[src/rtl/cfgcmd_pkg.sv]
`timescale 1ns/1ps
package cfgcmd_pkg;
  localparam int WORD_W  = 32;
  localparam int STAT_W  = 2;
  localparam int NUM_REG = 3;

  // register index order: data, command, status
  localparam int REG_DATA = 0;
  localparam int REG_CMD  = 1;
  localparam int REG_STAT = 2;
  localparam int REG_OFFSET [NUM_REG] = '{'hA0, 'hA4, 'hA8};

  localparam int START_BIT = 31;
  localparam logic [WORD_W-1:0] CMD_FORCE_ZERO = 32'h000C_0000;
  localparam logic [WORD_W-1:0] CODE_SHUTDOWN  = 32'hC080_0000;
  localparam logic [WORD_W-1:0] CODE_REBOOT    = 32'hC090_0000;

  typedef struct packed {
    logic dataWr;
    logic cmdWr;
    logic statWr;
    logic dataRd;
    logic cmdRd;
    logic statRd;
    logic hitShutdown;
    logic hitReboot;
    logic hitNone;
  } cmdStrobes_t;
endpackage

[src/rtl/cfgcmd_ctrl.sv]
`timescale 1ns/1ps
module cfgcmd_ctrl
  import cfgcmd_pkg::*;
#(
  parameter int ADDR_W = 8
) (
  input  logic              portPresent,
  input  logic              wrEn,
  input  logic              rdEn,
  input  logic [ADDR_W-1:0] addr,
  input  logic [WORD_W-1:0] wrData,
  output cmdStrobes_t       strobes
);
  logic [NUM_REG-1:0] regSel;
  logic [WORD_W-1:0]  maskedCmd;
  logic               isShutdown;
  logic               isReboot;

  for (genvar i = 0; i < NUM_REG; i++) begin : g_decode
    assign regSel[i] = portPresent && (addr == ADDR_W'(REG_OFFSET[i]));
  end

  assign maskedCmd  = wrData & ~CMD_FORCE_ZERO;
  assign isShutdown = (maskedCmd == CODE_SHUTDOWN);
  assign isReboot   = (maskedCmd == CODE_REBOOT);

  always_comb begin
    strobes             = '0;
    strobes.dataWr      = wrEn && regSel[REG_DATA];
    strobes.cmdWr       = wrEn && regSel[REG_CMD];
    strobes.statWr      = wrEn && regSel[REG_STAT];
    strobes.dataRd      = rdEn && regSel[REG_DATA];
    strobes.cmdRd       = rdEn && regSel[REG_CMD];
    strobes.statRd      = rdEn && regSel[REG_STAT];
    strobes.hitShutdown = strobes.cmdWr && isShutdown;
    strobes.hitReboot   = strobes.cmdWr && isReboot;
    strobes.hitNone     = strobes.cmdWr && !isShutdown && !isReboot;
  end
endmodule

[src/rtl/cfgcmd_datapath.sv]
`timescale 1ns/1ps
module cfgcmd_datapath
  import cfgcmd_pkg::*;
(
  input  logic              clk,
  input  logic              rstN,
  input  cmdStrobes_t       strobes,
  input  logic [WORD_W-1:0] wrData,
  output logic [WORD_W-1:0] dataQ,
  output logic [WORD_W-1:0] cmdQ,
  output logic [STAT_W-1:0] statQ,
  output logic              shutdownReq,
  output logic              rebootReq
);
  localparam logic [WORD_W-1:0] START_MASK = WORD_W'(1) << START_BIT;
  localparam logic [WORD_W-1:0] CMD_KEEP   = ~(CMD_FORCE_ZERO | START_MASK);

  always_ff @(posedge clk or negedge rstN) begin
    if (!rstN) begin
      dataQ <= '0;
    end else if (strobes.dataWr) begin
      dataQ <= wrData;
    end
  end

  always_ff @(posedge clk or negedge rstN) begin
    if (!rstN) begin
      cmdQ <= '0;
    end else if (strobes.cmdWr) begin
      cmdQ <= wrData & CMD_KEEP;
    end
  end

  always_ff @(posedge clk or negedge rstN) begin
    if (!rstN) begin
      statQ <= '0;
    end else if (strobes.cmdWr) begin
      statQ <= {strobes.hitNone, 1'b1};
    end else if (strobes.statWr) begin
      statQ <= wrData[STAT_W-1:0];
    end
  end

  always_ff @(posedge clk or negedge rstN) begin
    if (!rstN) begin
      shutdownReq <= 1'b0;
      rebootReq   <= 1'b0;
    end else begin
      shutdownReq <= strobes.hitShutdown;
      rebootReq   <= strobes.hitReboot;
    end
  end
endmodule

[src/rtl/cfgcmd_port.sv]
`timescale 1ns/1ps
module cfgcmd_port
  import cfgcmd_pkg::*;
#(
  parameter int ADDR_W = 8
) (
  input  logic              clk,
  input  logic              rstN,
  input  logic              portPresent,
  input  logic              wrEn,
  input  logic              rdEn,
  input  logic [ADDR_W-1:0] addr,
  input  logic [31:0]       wrData,
  output logic [31:0]       rdData,
  output logic              shutdownReq,
  output logic              rebootReq
);
  cmdStrobes_t       strobes;
  logic [WORD_W-1:0] dataQ;
  logic [WORD_W-1:0] cmdQ;
  logic [STAT_W-1:0] statQ;

  cfgcmd_ctrl #(.ADDR_W(ADDR_W)) u_ctrl (
    .portPresent (portPresent),
    .wrEn        (wrEn),
    .rdEn        (rdEn),
    .addr        (addr),
    .wrData      (wrData),
    .strobes     (strobes)
  );

  cfgcmd_datapath u_dp (
    .clk         (clk),
    .rstN        (rstN),
    .strobes     (strobes),
    .wrData      (wrData),
    .dataQ       (dataQ),
    .cmdQ        (cmdQ),
    .statQ       (statQ),
    .shutdownReq (shutdownReq),
    .rebootReq   (rebootReq)
  );

  always_comb begin
    rdData = '0;
    if (strobes.dataRd)      rdData = dataQ;
    else if (strobes.cmdRd)  rdData = cmdQ;
    else if (strobes.statRd) rdData = {{(WORD_W-STAT_W){1'b0}}, statQ};
  end
endmodule

[config.mk]
export PLATFORM = sky130hd
export DESIGN_NAME = cfgcmd_port
export DESIGN_NICKNAME = d
export VERILOG_FILES = /design/src/rtl/cfgcmd_pkg.sv /design/src/rtl/cfgcmd_ctrl.sv /design/src/rtl/cfgcmd_datapath.sv /design/src/rtl/cfgcmd_port.sv
export SDC_FILE = /design/constraint.sdc
export NUM_CORES = 1
export LEC_CHECK = 0
export BUFFER_PORTS_ARGS = -buffer_cell sky130_fd_sc_hd__buf_2
export CORE_UTILIZATION = 29
export DETAILED_ROUTE_END_ITERATION = 12
export PLACE_DENSITY = 0.61
export SETUP_SLACK_MARGIN = 0.15
export SYNTH_ARGS = -nofsm -noshare
export SYNTH_HDL_FRONTEND = slang
export SYNTH_SLANG_ARGS = --single-unit
[constraint.sdc]
create_clock -name clk -period 1.1 [get_ports clk]
set_clock_uncertainty 0.1 [all_clocks]
set_input_delay 0.11 -clock clk [delete_from_list [all_inputs] [get_ports clk]]
set_output_delay 0.11 -clock clk [all_outputs]
set_load 0.005 [all_outputs]
# --- Word-level counts from Yosys, hierarchy flattened ---
# Cells that the tools add are included.
totals:
  input_bits: 45
  word_cells: 31
  output_inout_bits: 34
  register_bits: 65
op_classes:
  n_eq_ne: 5
  n_reduce_logical: 16
  n_mux: 5
op_table:
  columns: ["cell", "count"]
  rows:
  - ["30-bit == test (second input constant)", 2]
  - ["32-bit 2-to-1 mux", 1]
  - ["31-bit 2-to-1 mux", 1]
  - ["8-bit == test (second input constant)", 3]
  - ["1-bit logical AND", 13]
  - ["2-bit 2-to-1 mux", 3]
  - ["1-bit logical NOT", 2]
  - ["2-bit nonzero test", 1]

# --- Logic depth before layout (Yosys ltp) ---
depth:
  word_depth: 6
  depth_mapped: 6
  mapped_depth_nobuf: 4

# --- Modules after synthesis ---
# Synthesis repeated with hierarchy kept, for this count alone.
hier_totals:
  cells_unflattened: 219
  area_unflattened_um2: 3340.7
by_module_without_submodules:
  columns: ["mod", "seq_area_each_um2", "cells_per_inst", "n_inst", "area_each_um2"]
  rows:
  - ["cfgcmd_datapath", 1626.6, 143, 1, 2721.4]
  - ["cfgcmd_port", 0.0, 50, 1, 416.6]
  - ["cfgcmd_ctrl", 0.0, 26, 1, 202.7]

# --- Worst setup path after synthesis ---
# Ideal clock, no wire load.
synth_timing:
  path_kind: "input port to flip-flop"
  startpoint: "input addr[1]"
  endpoint: "register u_dp.cmdQ[0]"
  path_slack_ns: -0.188
  stages: 4
  t_arrival_ns: 1.063
  t_required_ns: 0.875
  path_buffers: 1
  setup_ns: 0.125
  cell_sequence: "and4bb_4 > nand4_4 > buf_6 > mux2_4"
synth_via:
  elab_chain_len: 3
synth_rtl:
  columns: ["element", "line", "source"]
  rows:
  - ["start: declaration", "cfgcmd_port.sv:12", "input logic [ADDR_W-1:0] addr,"]
  - ["8-bit == test", "cfgcmd_ctrl.sv:20", "assign regSel[i] = portPresent && (addr == ADDR_W'(REG_OFFSET[i]));"]
  - ["1-bit logical AND", "cfgcmd_ctrl.sv:20", null]
  - ["1-bit logical AND", "cfgcmd_ctrl.sv:30", "strobes.cmdWr = wrEn && regSel[REG_CMD];"]
  - ["end signal: assignment", "cfgcmd_datapath.sv:30", "cmdQ <= wrData & CMD_KEEP;"]
  - ["end: declaration", "cfgcmd_datapath.sv:10", "output logic [WORD_W-1:0] cmdQ,"]
# Every way passes these cells.
# A chain may end at the register's enable or synchronous reset.

# --- Worst setup path after layout ---
layout_timing:
  startpoint: "input addr[1]"
  endpoint: "output rdData[21]"
layout_via:
  elab_chain_len: 5
  elab_cells_between_ends: 8
  classes_between: "eq/ne: 2; mux: 2; reduce/logical: 4"
layout_rtl:
  columns: ["element", "line", "source"]
  rows:
  - ["8-bit == test", "cfgcmd_ctrl.sv:20", null]
  - ["1-bit logical AND", "cfgcmd_ctrl.sv:20", null]
  - ["1-bit logical AND", "cfgcmd_ctrl.sv:33", "strobes.cmdRd = rdEn && regSel[REG_CMD];"]
  - ["31-bit 2-to-1 mux", "cfgcmd_port.sv:47", "else if (strobes.cmdRd) rdData = cmdQ;"]
  - ["32-bit 2-to-1 mux (*)", "cfgcmd_port.sv:46", "if (strobes.dataRd) rdData = dataQ;"]
  - ["end: declaration", "cfgcmd_port.sv:14", "output logic [31:0] rdData,"]
# Mark *: on every way between the ends. The rest lies on a longest branch, timed or not.

==> impl_metrics.ini <==
[clocking]
h-tree-depth = 3
clk_pin_slew_ps = 50
cts-root-buf = clkbuf_16
clk_path_buf_depth = 2
hold_buffers = 10
cts_tree = yes
clock_latency_ps = 330
cts_sinks = 65
numCtsBuffers = 9

[placement]
port_buffers = 78
hpwl_um = 5772
place_inst = 484
globalplace.congestion = 0.7416
dpl_worst_slack_ps = -426.4
place_area_um2 = 4377

[critical_path]
cp-end-kind = output pin
start_kind = primary input
crit_type = primary input to output pin
worst_ep_required_time_ps = 890
reg2reg_depth = 3
worstPathArrival_ps = 1290
crit_fanout = 6

[timing]
max_freq_mhz = 664.5
maxSlewViolCount = 0
tns_ps = -30530
rsz0062_at_grt = true
holdWs_ps = -31.34
finalSetupViolCount = 95
layout_setup_ws_ps = -405.0
final.min_clock_period_ps = 1505
max_slew_margin_pct = 76.66
hold_viol_final = 14
post-route-period-util_pct = 136.8
worst_pin_slew_ps = 340.4

[pwr]
power.density_nw_per_um2 = 1045
p_leak_nw = 2.798
power_frac_clock_pct = 45.2
swShare_pct = 22.67
p_seq_share_pct = 44.7
p_int_w = 0.004313
vdd_drop_max_uv = 806.3
p_sw_w = 0.001265
p_comb_share_pct = 10.1

[logic_synthesis]
syn_area_per_cell_um2 = 14.08
ys_ff_latch = 65
syn-num-nets = 284
yosysWarnings = 0
yosys.area_share.simple_pct = 11.90
synth_xor_xnor_area_share_pct = 0
postSynthCellCount = 239
synth_compound_area_share_pct = 1.375
synthMuxAreaShare_pct = 35.06
synth.top_cell.area_share_pct = 48.33
synth-edff-count = 0
synth_common_cells = dfrtp_1 (65), mux2_4 (57), nor2_1 (34)
ys_top_cells_by_area = dfrtp_1 (48%), mux2_4 (25%), mux2i_1 (8.6%)
synth_top_family_by_area = multiplexers
synth-seq-area-share_pct = 48.33
ys_async_sr_fraction_pct = 100.0
yosys.area.top_type = dfrtp_1
yosysMostFrequentCell = dfrtp_1
netlist_area_um2 = 3366
synth-adder-area-share_pct = 0
synth_flop_cell = dfrtp_1
yosysUniqueCellTypes = 34

[layout]
fin_area_um2 = 5339
area.sequential_um2 = 1627
antennaDiodeCount = 0
multi_input_area_um2 = 1901
areaGrowthSynthToFinish_pct = 58.62
stdcell_count = 533
drive_gt1_share_pct = 67.18
nets = 436
n_fill_cell = 961

[global_route]
grt_util_all_layers_pct = 16.21
grt_pass1_vias = 2701
grt_pass1_wl_um = 14260
gr-total-overflow = 0
antenna_found_initial = 0
grt_max_degree = 66

[detailed_routing]
totalWireLength_um = 9010
vias = 2453
wl_met2_um = 4568
ant_nets = 0
drcViolationCount = 0
vias_per_cell = 4.602
detailroute.wirelength.met3_um = 399
met1_length_um = 3902
dr.pass1.iters = 4
top_layer = met4
wire_per_inst_um = 16.90
drt_iter0_drc = 104

[min_path]
hold_depth = 2
hp-class = primary input to flip-flop

[floorplan]
rows = 38
core_um2 = 11080
dieWidth_um = 109.7
die-height_um = 109.7
die-area_um2 = 12040
num_io_pins = 79
floorplan.initialDensity_pct = 30.38

[status]
violations = hold timing, setup timing
status = complete, but fails checks

[job]
max_cap_violations = 0
## power by group through the flow
stage	Clock [W]	Combinational [W]	Sequential [W]
6_report	0.00252	0.000565	0.00249
5_1_grt	0.00267	0.000611	0.00250
4_1_cts	0.00257	0.000561	0.00249
3_5_place_dp	0	0.000501	0.00253
3_3_place_gp	0	0.000492	0.00253
2_1_floorplan	0	0.000212	0.00252
## worst paths after layout
kind	endpoint	start	slack (ps)
setup reg to reg	u_dp.statQ[0]$_DFFE_PN0P_	u_dp.statQ[0]$_DFFE_PN0P_	130
hold / removal	u_dp.dataQ[17]$_DFFE_PN0P_	wrData[17]	-30
hold reg to reg	u_dp.dataQ[1]$_DFFE_PN0P_	u_dp.dataQ[1]$_DFFE_PN0P_	390
setup / recovery	rdData[21]	addr[1]	-400
max in group asynchronous	u_dp.dataQ[27]$_DFFE_PN0P_	rstN	390
min in group asynchronous	u_dp.dataQ[31]$_DFFE_PN0P_	rstN	220
## routing by layer
layer / up-vias / track usage [%]
met4: 0 / 5.810
met3: 11 / 3.794
met5: - / 0
met1: 1228 / 19.23
met2: 63 / 28.48
li1: 1151 / -
## layout make-up
type                            instances  area share [%]
Clock buffer                           12           4.617
Clock inverter                          1         0.09374
Inverter                                1         0.07031
Multi-Input combinational cell        160           35.60
Sequential cell                        65           30.47
Tap cell                              140           3.281
Timing Repair Buffer                  154           25.87
## stage by stage
stage          power (W)  util [%]
4_1_cts         0.005627     46.96
5_1_grt         0.005776     48.19
3_5_place_dp    0.003033     39.51
2_1_floorplan   0.002734         -
6_report        0.005577     48.19
3_3_place_gp    0.003021     39.51
## registers in the layout, summed over array words and instances, names as in the netlist
register          cells
u_dp.cmdQ            29
u_dp.dataQ           32
u_dp.statQ            2
u_dp.shutdownReq      1
u_dp.rebootReq        1
## worst max-delay path, cell delays in order
cell and delay [ps]:
buf_6 90, and4bb_4 320, and2_4 150, nand3b_4 140, buf_12 160, buf_16 140, nor2_4 70, buf_2 110
## cells by family (layout without fill, tap and decap cells)
logic type | after synthesis | after routing
flip-flops | 65 | 65
multiplexers | 89 | 89
buffers and inverters | 14 | 168
AND/OR/NAND/NOR | 64 | 64
AO/OA/AOI/OAI | 7 | 7
## placed cells by master, fill, tap and decap left out, types with 2 or more instances in the layout
cell and n:
dlygate4sd3_1 10, buf_6 10, clkbuf_16 9, mux2_2 3, nor3b_2 4, dfrtp_1 65
buf_12 16, nor4_2 3, mux2i_1 29, nor4_4 2, nand2_1 2, buf_4 36
a21oi_1 2, buf_16 7, buf_2 74, nand4_1 2, nor2_2 7, clkbuf_1 2
nor2_4 21, nor2b_1 2, nor2_1 7, mux2_4 57
## timing repair
action | in CTS | in global routing
gates resized for setup | 27 | 16
hold endpoints to repair | 96 | 12
setup endpoints to repair | 98 | 99
cloned | 7 | 0
setup buffers | 14 | 5
pin swaps | 6 | 4
Note: power is estimated with default switching activity, not from simulation.
